File: config.mk
export PLATFORM = sky130hd
export DESIGN_NAME = burst_colseq
export DESIGN_NICKNAME = d
export VERILOG_FILES = /design/src/rtl/burst_colseq_pkg.sv /design/src/rtl/bcs_beat_ctr.sv /design/src/rtl/bcs_order_map.sv /design/src/rtl/burst_colseq.sv
export SDC_FILE = /design/constraint.sdc
export NUM_CORES = 1
export LEC_CHECK = 0
export BUFFER_PORTS_ARGS = -buffer_cell sky130_fd_sc_hd__buf_2
export CAP_MARGIN = 20
export CORE_ASPECT_RATIO = 0.7
export CORE_MARGIN = 10
export CORE_UTILIZATION = 45
export DETAILED_ROUTE_END_ITERATION = 8
export HOLD_SLACK_MARGIN = 0.02
export PLACE_DENSITY = 0.72
export SETUP_SLACK_MARGIN = 0.2
export SKIP_LAST_GASP = 1
export SYNTH_ARGS = -nofsm -noshare
export SYNTH_HDL_FRONTEND = slang
export SYNTH_SLANG_ARGS = --single-unit
export TNS_END_PERCENT = 50
File: constraint.sdc
create_clock -name clk -period 2 [get_ports clk]
set_clock_uncertainty 0.2 [all_clocks]
set_input_delay 0.1 -clock clk [delete_from_list [all_inputs] [get_ports clk]]
set_output_delay 0.1 -clock clk [all_outputs]
set_load 0.02 [all_outputs]
File: src/rtl/burst_colseq_pkg.sv
package burst_colseq_pkg;
   // number of column bits that are reordered inside a burst
   localparam int unsigned ORDER_BITS = 3;
   localparam int unsigned MAX_BEATS  = 1 << ORDER_BITS;
   localparam int unsigned BEAT_W     = $clog2(MAX_BEATS);

   typedef enum logic {
      KIND_SEQ = 1'b0,
      KIND_ILV = 1'b1
   } burst_kind_e;

   typedef struct packed {
      logic        long_burst;
      burst_kind_e kind;
   } burst_cfg_t;
endpackage

File: src/rtl/bcs_beat_ctr.sv
module bcs_beat_ctr
   import burst_colseq_pkg::*;
(
   input  logic              clk,
   input  logic              rst,
   input  logic              start_i,
   input  logic              long_i,
   output logic              accept_o,
   output logic              valid_o,
   output logic              last_o,
   output logic [BEAT_W-1:0] beat_o
);
   localparam logic [BEAT_W-1:0] END_SHORT = BEAT_W'(MAX_BEATS / 2 - 1);
   localparam logic [BEAT_W-1:0] END_LONG  = BEAT_W'(MAX_BEATS - 1);

   logic              busy_q;
   logic [BEAT_W-1:0] cnt_q;
   logic [BEAT_W-1:0] end_beat;

   assign end_beat = long_i ? END_LONG : END_SHORT;
   assign last_o   = busy_q && (cnt_q == end_beat);
   assign accept_o = start_i && (!busy_q || last_o);
   assign valid_o  = busy_q;
   assign beat_o   = cnt_q;

   always_ff @(posedge clk) begin
      if (rst) begin
         busy_q <= 1'b0;
         cnt_q  <= '0;
      end else if (accept_o) begin
         busy_q <= 1'b1;
         cnt_q  <= '0;
      end else if (last_o) begin
         busy_q <= 1'b0;
         cnt_q  <= '0;
      end else if (busy_q) begin
         cnt_q  <= cnt_q + 1'b1;
      end
   end

   AST_LAST_NEEDS_VALID: assert property (@(posedge clk) disable iff (rst)
      last_o |-> valid_o);
   AST_BEAT_STEPS: assert property (@(posedge clk) disable iff (rst)
      (valid_o && !last_o) |=> (valid_o && beat_o == $past(beat_o) + 1'b1));
   AST_IDLE_AFTER_LAST: assert property (@(posedge clk) disable iff (rst)
      (last_o && !start_i) |=> !valid_o);
   AST_CHAIN_RESTART: assert property (@(posedge clk) disable iff (rst)
      (last_o && start_i) |=> (valid_o && beat_o == '0));
endmodule

File: src/rtl/bcs_order_map.sv
module bcs_order_map
   import burst_colseq_pkg::*;
(
   input  logic [ORDER_BITS-1:0] base_i,
   input  logic [BEAT_W-1:0]     beat_i,
   input  burst_cfg_t            cfg_i,
   output logic [ORDER_BITS-1:0] col_lo_o
);
   logic [1:0] quad_seq;
   logic [1:0] quad_ilv;
   logic       half_bit;

   // the two low bits rotate or flip inside a four-column group
   assign quad_seq = base_i[1:0] + beat_i[1:0];
   assign quad_ilv = base_i[1:0] ^ beat_i[1:0];
   // bit 2 moves only in the second half of a long burst, in both kinds
   assign half_bit = base_i[2] ^ (cfg_i.long_burst & beat_i[2]);

   always_comb begin
      col_lo_o[2]   = half_bit;
      col_lo_o[1:0] = (cfg_i.kind == KIND_ILV) ? quad_ilv : quad_seq;
   end

   always_comb begin
      if (beat_i == '0) begin
         AST_FIRST_IS_BASE: assert (col_lo_o == base_i);
      end
   end
endmodule

File: src/rtl/burst_colseq.sv
module burst_colseq
   import burst_colseq_pkg::*;
#(
   parameter int unsigned COL_W = 10
) (
   input  logic             clk,
   input  logic             rst,
   input  logic             start_i,
   input  logic [COL_W-1:0] col_i,
   input  logic             bl8_i,
   input  logic             ilv_i,
   output logic             valid_o,
   output logic [COL_W-1:0] col_o,
   output logic             last_o
);
   localparam int unsigned UP_W = COL_W - ORDER_BITS;

   if (COL_W < ORDER_BITS) begin : g_bad_width
      $error("burst_colseq: COL_W must be at least %0d", ORDER_BITS);
   end

   logic                  accept;
   logic [BEAT_W-1:0]     beat;
   logic [COL_W-1:0]      base_q;
   burst_cfg_t            cfg_q;
   logic [ORDER_BITS-1:0] col_lo;

   always_ff @(posedge clk) begin
      if (rst) begin
         base_q <= '0;
         cfg_q  <= '{long_burst: 1'b0, kind: KIND_SEQ};
      end else if (accept) begin
         base_q <= col_i;
         cfg_q  <= '{long_burst: bl8_i, kind: burst_kind_e'(ilv_i)};
      end
   end

   bcs_beat_ctr u_ctr (
      .clk      (clk),
      .rst      (rst),
      .start_i  (start_i),
      .long_i   (cfg_q.long_burst),
      .accept_o (accept),
      .valid_o  (valid_o),
      .last_o   (last_o),
      .beat_o   (beat)
   );

   bcs_order_map u_map (
      .base_i   (base_q[ORDER_BITS-1:0]),
      .beat_i   (beat),
      .cfg_i    (cfg_q),
      .col_lo_o (col_lo)
   );

   if (UP_W > 0) begin : g_upper
      assign col_o = {base_q[COL_W-1:ORDER_BITS], col_lo};

      AST_UPPER_HOLD: assert property (@(posedge clk) disable iff (rst)
         (valid_o && !last_o) |=> $stable(col_o[COL_W-1:ORDER_BITS]));
   end else begin : g_no_upper
      assign col_o = col_lo;
   end

   AST_START_IGNORED: assert property (@(posedge clk) disable iff (rst)
      (valid_o && !last_o && start_i) |=> (beat != '0));
endmodule

======== Word-level counts from Yosys, hierarchy flattened ========
Cells that the tools add are included.
operators by class
  reduce and logical (&&, ||, !) cells .... 6
  bitwise logic cells ..................... 3
  add/sub/neg operators ................... 2
  eq/ne operators ......................... 1
  mux-type cells .......................... 4
operator list
  cell                   count
  $add A3 B1 Y3 const B  1
  $eq A3 B3 Y1           1
  $mux W3                1
  $reduce_or A3 Y1       1
  $add A2 B2 Y2          1
  $logic_and A1 B1 Y1    2
  $mux W1                2
  $mux W2                1
  $reduce_bool A2 Y1     1
  $xor A2 B2 Y2          1
  $and A1 B1 Y1          1
  $logic_not A1 Y1       1
  $logic_or A1 B1 Y1     1
  $xor A1 B1 Y1          1
storage, ports and cells
  register bits ........................... 16
  output and inout bits ................... 12
  logic and storage cells ................. 21

======== Logic depth before layout (Yosys ltp) ========
  word-level depth ........................ 6
  depth in mapped cells ................... 5
  gate-level depth less buffers ........... 4

======== Modules after synthesis ========
Synthesis repeated with hierarchy kept, for this count alone.
unflattened totals
  cell total of the unflattened synthesis .. 75
  area, all modules ....................... 730.7 sq um
by module, submodules not included
  module         area each (sq um)  seq. area each (sq um)  instances  cells each
  burst_colseq   473.0              240.2                   1          45
  bcs_beat_ctr   201.4              80.1                    1          23
  bcs_order_map  56.3               0.0                     1          7

======== Worst setup path before layout ========
Ideal clock, no wire load.
  path type ............................... reg-to-reg
  from .................................... reg u_ctr.cnt_q[2], in the netlist u_ctr.beat_o[2]
  to ...................................... reg base_q[0]
  cell stages (with the launch flop) ...... 6
  path slack .............................. 436 ps
  library setup time ...................... 72 ps
  data required time ...................... 1,728 ps
  path buffers ............................ 1
  arrival ................................. 1,293 ps
  cell sequence ........................... dfxtp_1 > ha_1 > nand2b_4 > a21oi_4 > buf_12 > mux2i_1
on the way
  longest elaborated chain between the ends .. 4
RTL lines
  item                      line                text
  start: declaration        bcs_beat_ctr.sv:17  logic [BEAT_W-1:0] cnt_q;
  start signal: assignment  bcs_beat_ctr.sv:37  cnt_q <= cnt_q + 1'b1;
  $eq A3 B3 Y1              bcs_beat_ctr.sv:21  assign last_o = busy_q && (cnt_q == end_beat);
  $logic_and A1 B1 Y1       bcs_beat_ctr.sv:21
  $logic_or A1 B1 Y1        bcs_beat_ctr.sv:22  assign accept_o = start_i && (!busy_q || last_o);
  $logic_and A1 B1 Y1       bcs_beat_ctr.sv:22
  end signal: assignment    burst_colseq.sv:33  base_q <= col_i;
  end: declaration          burst_colseq.sv:24  logic [COL_W-1:0] base_q;
No other way between the ends.
A chain may end at the register's enable or synchronous reset.

======== Worst setup path after layout ========
  from .................................... reg u_ctr.cnt_q[2], in the netlist u_ctr.beat_o[2]
  to ...................................... out last_o
on the way
  longest elaborated chain between the ends .. 2
RTL lines
  item                 line                text
  $eq A3 B3 Y1         bcs_beat_ctr.sv:21
  $logic_and A1 B1 Y1  bcs_beat_ctr.sv:21
  end: declaration     burst_colseq.sv:14  output logic last_o
No other way between the ends.

==> impl_metrics.tcl <==
set metrics [dict create \
    area_delta_synth_final_pct 28.3 \
    critical-path-slowest-cell "dfxtp_1" \
    rr_startpoint "u_ctr.beat_o[2]" \
    groute.usage.overall_pct 8.99 \
    sw_frac_of_total_pct 26.0 \
    worstSetupStartpoint "u_ctr.beat_o[2]" \
    post-route-period-util_pct 83.0 \
    synth_area_per_cell_um2 9.72 \
    crit_cells 4 \
    numClockSinks 16 \
    ys_warn_count 0 \
    part_of_the_power_in_the_clock_network_pct 29.8 \
    grt_setup_unrepaired "no" \
    synth_fp_nets 108 \
    chipWidth_um 72.7 \
    most_instantiated_library_cell_after_synthesis "nand2b_1" \
    drc 0 \
    worst_skew_pair.late_latency_ns 0.28 \
    finalSetupViolations 0 \
    total_switching_power_uw 185 \
    fin_setup_tns_ns 0 \
    drt-initial-drc-count 14 \
    buffer_ports.inserted 26 \
    cts_inserted_buffers 3 \
    replace_congestion 0.698 \
    relative_contribution_of_combinational_cells_to_total_power_pct 20.6 \
    routed_via_density 4.49 \
    hp-class "reg2reg" \
    floorplan.die_area_um2 4130 \
    floorplan.rows 13 \
    postSynthCellCount 90 \
    grt_max_degree 29 \
    maxSlewViolCount 0 \
    vdd.ir_drop.worst_v 0.000428 \
    post-route-cell-area_um2 1120 \
    setup.worst_path.end_class "output port" \
    relSlewSlack_pct 74.9 \
    pwr-share-seq_pct 49.7 \
    pin_count 27 \
    static_power_due_to_leakage_uw 0.000516 \
    synth_common_cells "nand2b_1 (25), dfxtp_1 (16), mux2i_1 (12)" \
    timing_worst_setup_path_type "reg2out" \
    tightestPinTransition_ns 0.376 \
    cts_htree_levels 1 \
    synth_top_cells_by_area "dfxtp_1 (37%), nand2b_1 (18%), mux2i_1 (14%)" \
    largest_stage_delay_on_the_critical_path_ns 0.34 \
    final_critical_path_setup_slack_ns 0.339 \
    worstRegToRegCells 5 \
    critPathMaxFanout 5 \
    place.detailed.hpwl_mm 1.25 \
    cpLargestDelayFamily "flip-flops" \
    power.internal_uw 527 \
    antennaDiodeCount 0 \
    synthesis.area_um2 875 \
    ys_seq_elements 16 \
    timing.critical_path.arrival_ns 1.36 \
    netlist.area_leader.share_pct 36.6 \
    drt_pre_antenna_iters 3 \
    finalHoldViolations 0 \
    ant_nets 0 \
    yosys_most_used_dff "dfxtp_1" \
    critical_path.n_buffers_inverters 1 \
    fin_hold_ws_ns 0.277 \
    dieHeight_um 56.9 \
    nets 141 \
    reg2reg_slack_ns 0.34 \
    crit_path_end "last_o" \
    drt-wirelength-per-cell_um 12.7 \
    placeableCoreArea_um2 1850 \
    clock_slew_at_the_register_clock_pins_of_the_worst_setup_and_hold_paths_ns 0.09 \
    grt_overflow_total 0 \
    tritoncts_clock_tree "done" \
    ys_seq_area_share_pct 36.6 \
    path_cells "ha_1 -> nand2b_4 -> nor2_1 -> buf_2" \
    fillers 167 \
    total_number_of_vias 647 \
    critPathLaunchType "register" \
    totalWireLength_mm 1.82 \
    initial_utilization_pct 47.2 \
    ctsLongestPathBuffers 2 \
    run_status "completed" \
    cell_taking_the_most_area_after_synthesis "dfxtp_1" \
    via_count_of_the_first_global_routing_pass 664 \
    layout.area.seq_um2 320 \
    ctsRootBufferMaster "clkbuf_4" \
    synth_async_sr_flop_share_pct 0 \
    grt_first_pass_wirelength_mm 2.94 \
    fmax_mhz 602 \
    power_uw 713 \
    layout_min_cycle_time_ns 1.66 \
    max_cap_viol_count 0 \
    multiInputGateArea_um2 445 \
    placed_instance_area_um2 942 \
    power_per_cell_area_nw_per_um2 635 \
    r2r_end "base_q[6]" \
    postCtsSetupRepairBufs 0 \
    crit_required_ns 1.70 \
    dp_worst_setup_slack_ns 0.304 \
    number_of_antenna_violations_at_the_first_check_in_global_routing 0 \
    drive_above_1_share_pct 27.0 \
    synth_enable_flop_cells 0 \
    synth_cell_types 20 \
]
==> worst min-delay path by stage <==
stage	from	to	slack (ns)	depth (start not counted)
global route	base_q[7]	base_q[7]	0.30	2
detailed placement	start_i	u_ctr.valid_o	0.16	3
floorplan	start_i	u_ctr.valid_o	0.02	2
CTS	base_q[9]	base_q[9]	0.28	2
finish	base_q[7]	base_q[7]	0.28	2
global placement	col_i[1]	base_q[1]	0.16	3
==> cells by family (layout without fill, tap and decap cells) <==
family,Yosys count,in the layout,share of synthesized area (%)
compound gates,6,6,5.44
xor+xnor,3,3,3.00
fa+ha+maj,3,3,4.29
buf+inv,16,48,12.4
flops,16,16,36.6
mux,12,12,13.7
simple gates,34,34,24.5
==> final cells by class <==
class / count / share of cell area, %
Clock buffer: 4 / 3.23
Timing Repair Buffer: 41 / 25.1
Multi-Input combinational cell: 58 / 39.7
Sequential cell: 16 / 28.5
Tap cell: 22 / 2.45
Inverter: 3 / 1.00
==> sequential cells by signal (all words and copies together), names as in the netlist <==
name,cells
u_ctr.valid_o,1
cfg_q,2
u_ctr.beat_o,3
base_q,10
==> power groups by stage <==
| stage | Clock (µW) | Combinational [µW] | Sequential (µW) |
|---|---|---|---|
| floorplan | 0 | 108 | 357 |
| global placement | 0 | 122 | 360 |
| detailed placement | 0 | 125 | 361 |
| CTS | 223 | 146 | 354 |
| global route | 236 | 160 | 357 |
| finish | 212 | 146 | 354 |
==> timing repair <==
action	in CTS	in global routing
endpoints found under the hold margin	15	0
hold buffers	14	0
setup endpoints to repair	0	4
gates resized for setup	0	1
==> placed cells by master (no fill, tap or decap) <==
cell type / n
a21oi_1: 2
a21oi_4: 1
buf_2: 26
clkbuf_8: 1
a31oi_1: 2
dfxtp_1: 16
buf_6: 1
clkbuf_4: 3
nor3b_1: 2
dlygate4sd3_1: 14
nand2b_4: 1
nor2_1: 4
mux2i_1: 12
a311oi_1: 1
nor2b_1: 1
xnor2_1: 2
nand3b_1: 1
ha_1: 3
nand2b_1: 25
xor2_1: 1
inv_1: 3
==> worst min-delay path, stage by stage (launching register included) <==
cell      delay (ns)
dfxtp_1         0.32
nand2b_1        0.06
mux2i_1         0.06
==> per-layer routing <==
metal | routed length [µm] | up-vias | track usage [%]
met5 | 0 | - | 0
met4 | 28 | 0 | 4.05
met3 | 125 | 2 | 3.86
met2 | 930 | 16 | 15.4
met1 | 739 | 281 | 9.15
li1 | - | 348 | -
==> per-stage QoR <==
step                      utilization [%]  std cells
final                                60.5        144
after global routing                 60.5        144
after CTS                            60.3        144
after detailed placement             50.8        126
after global placement               50.8        126
after floorplan                         -         90
(Power assumes the default switching activity.)
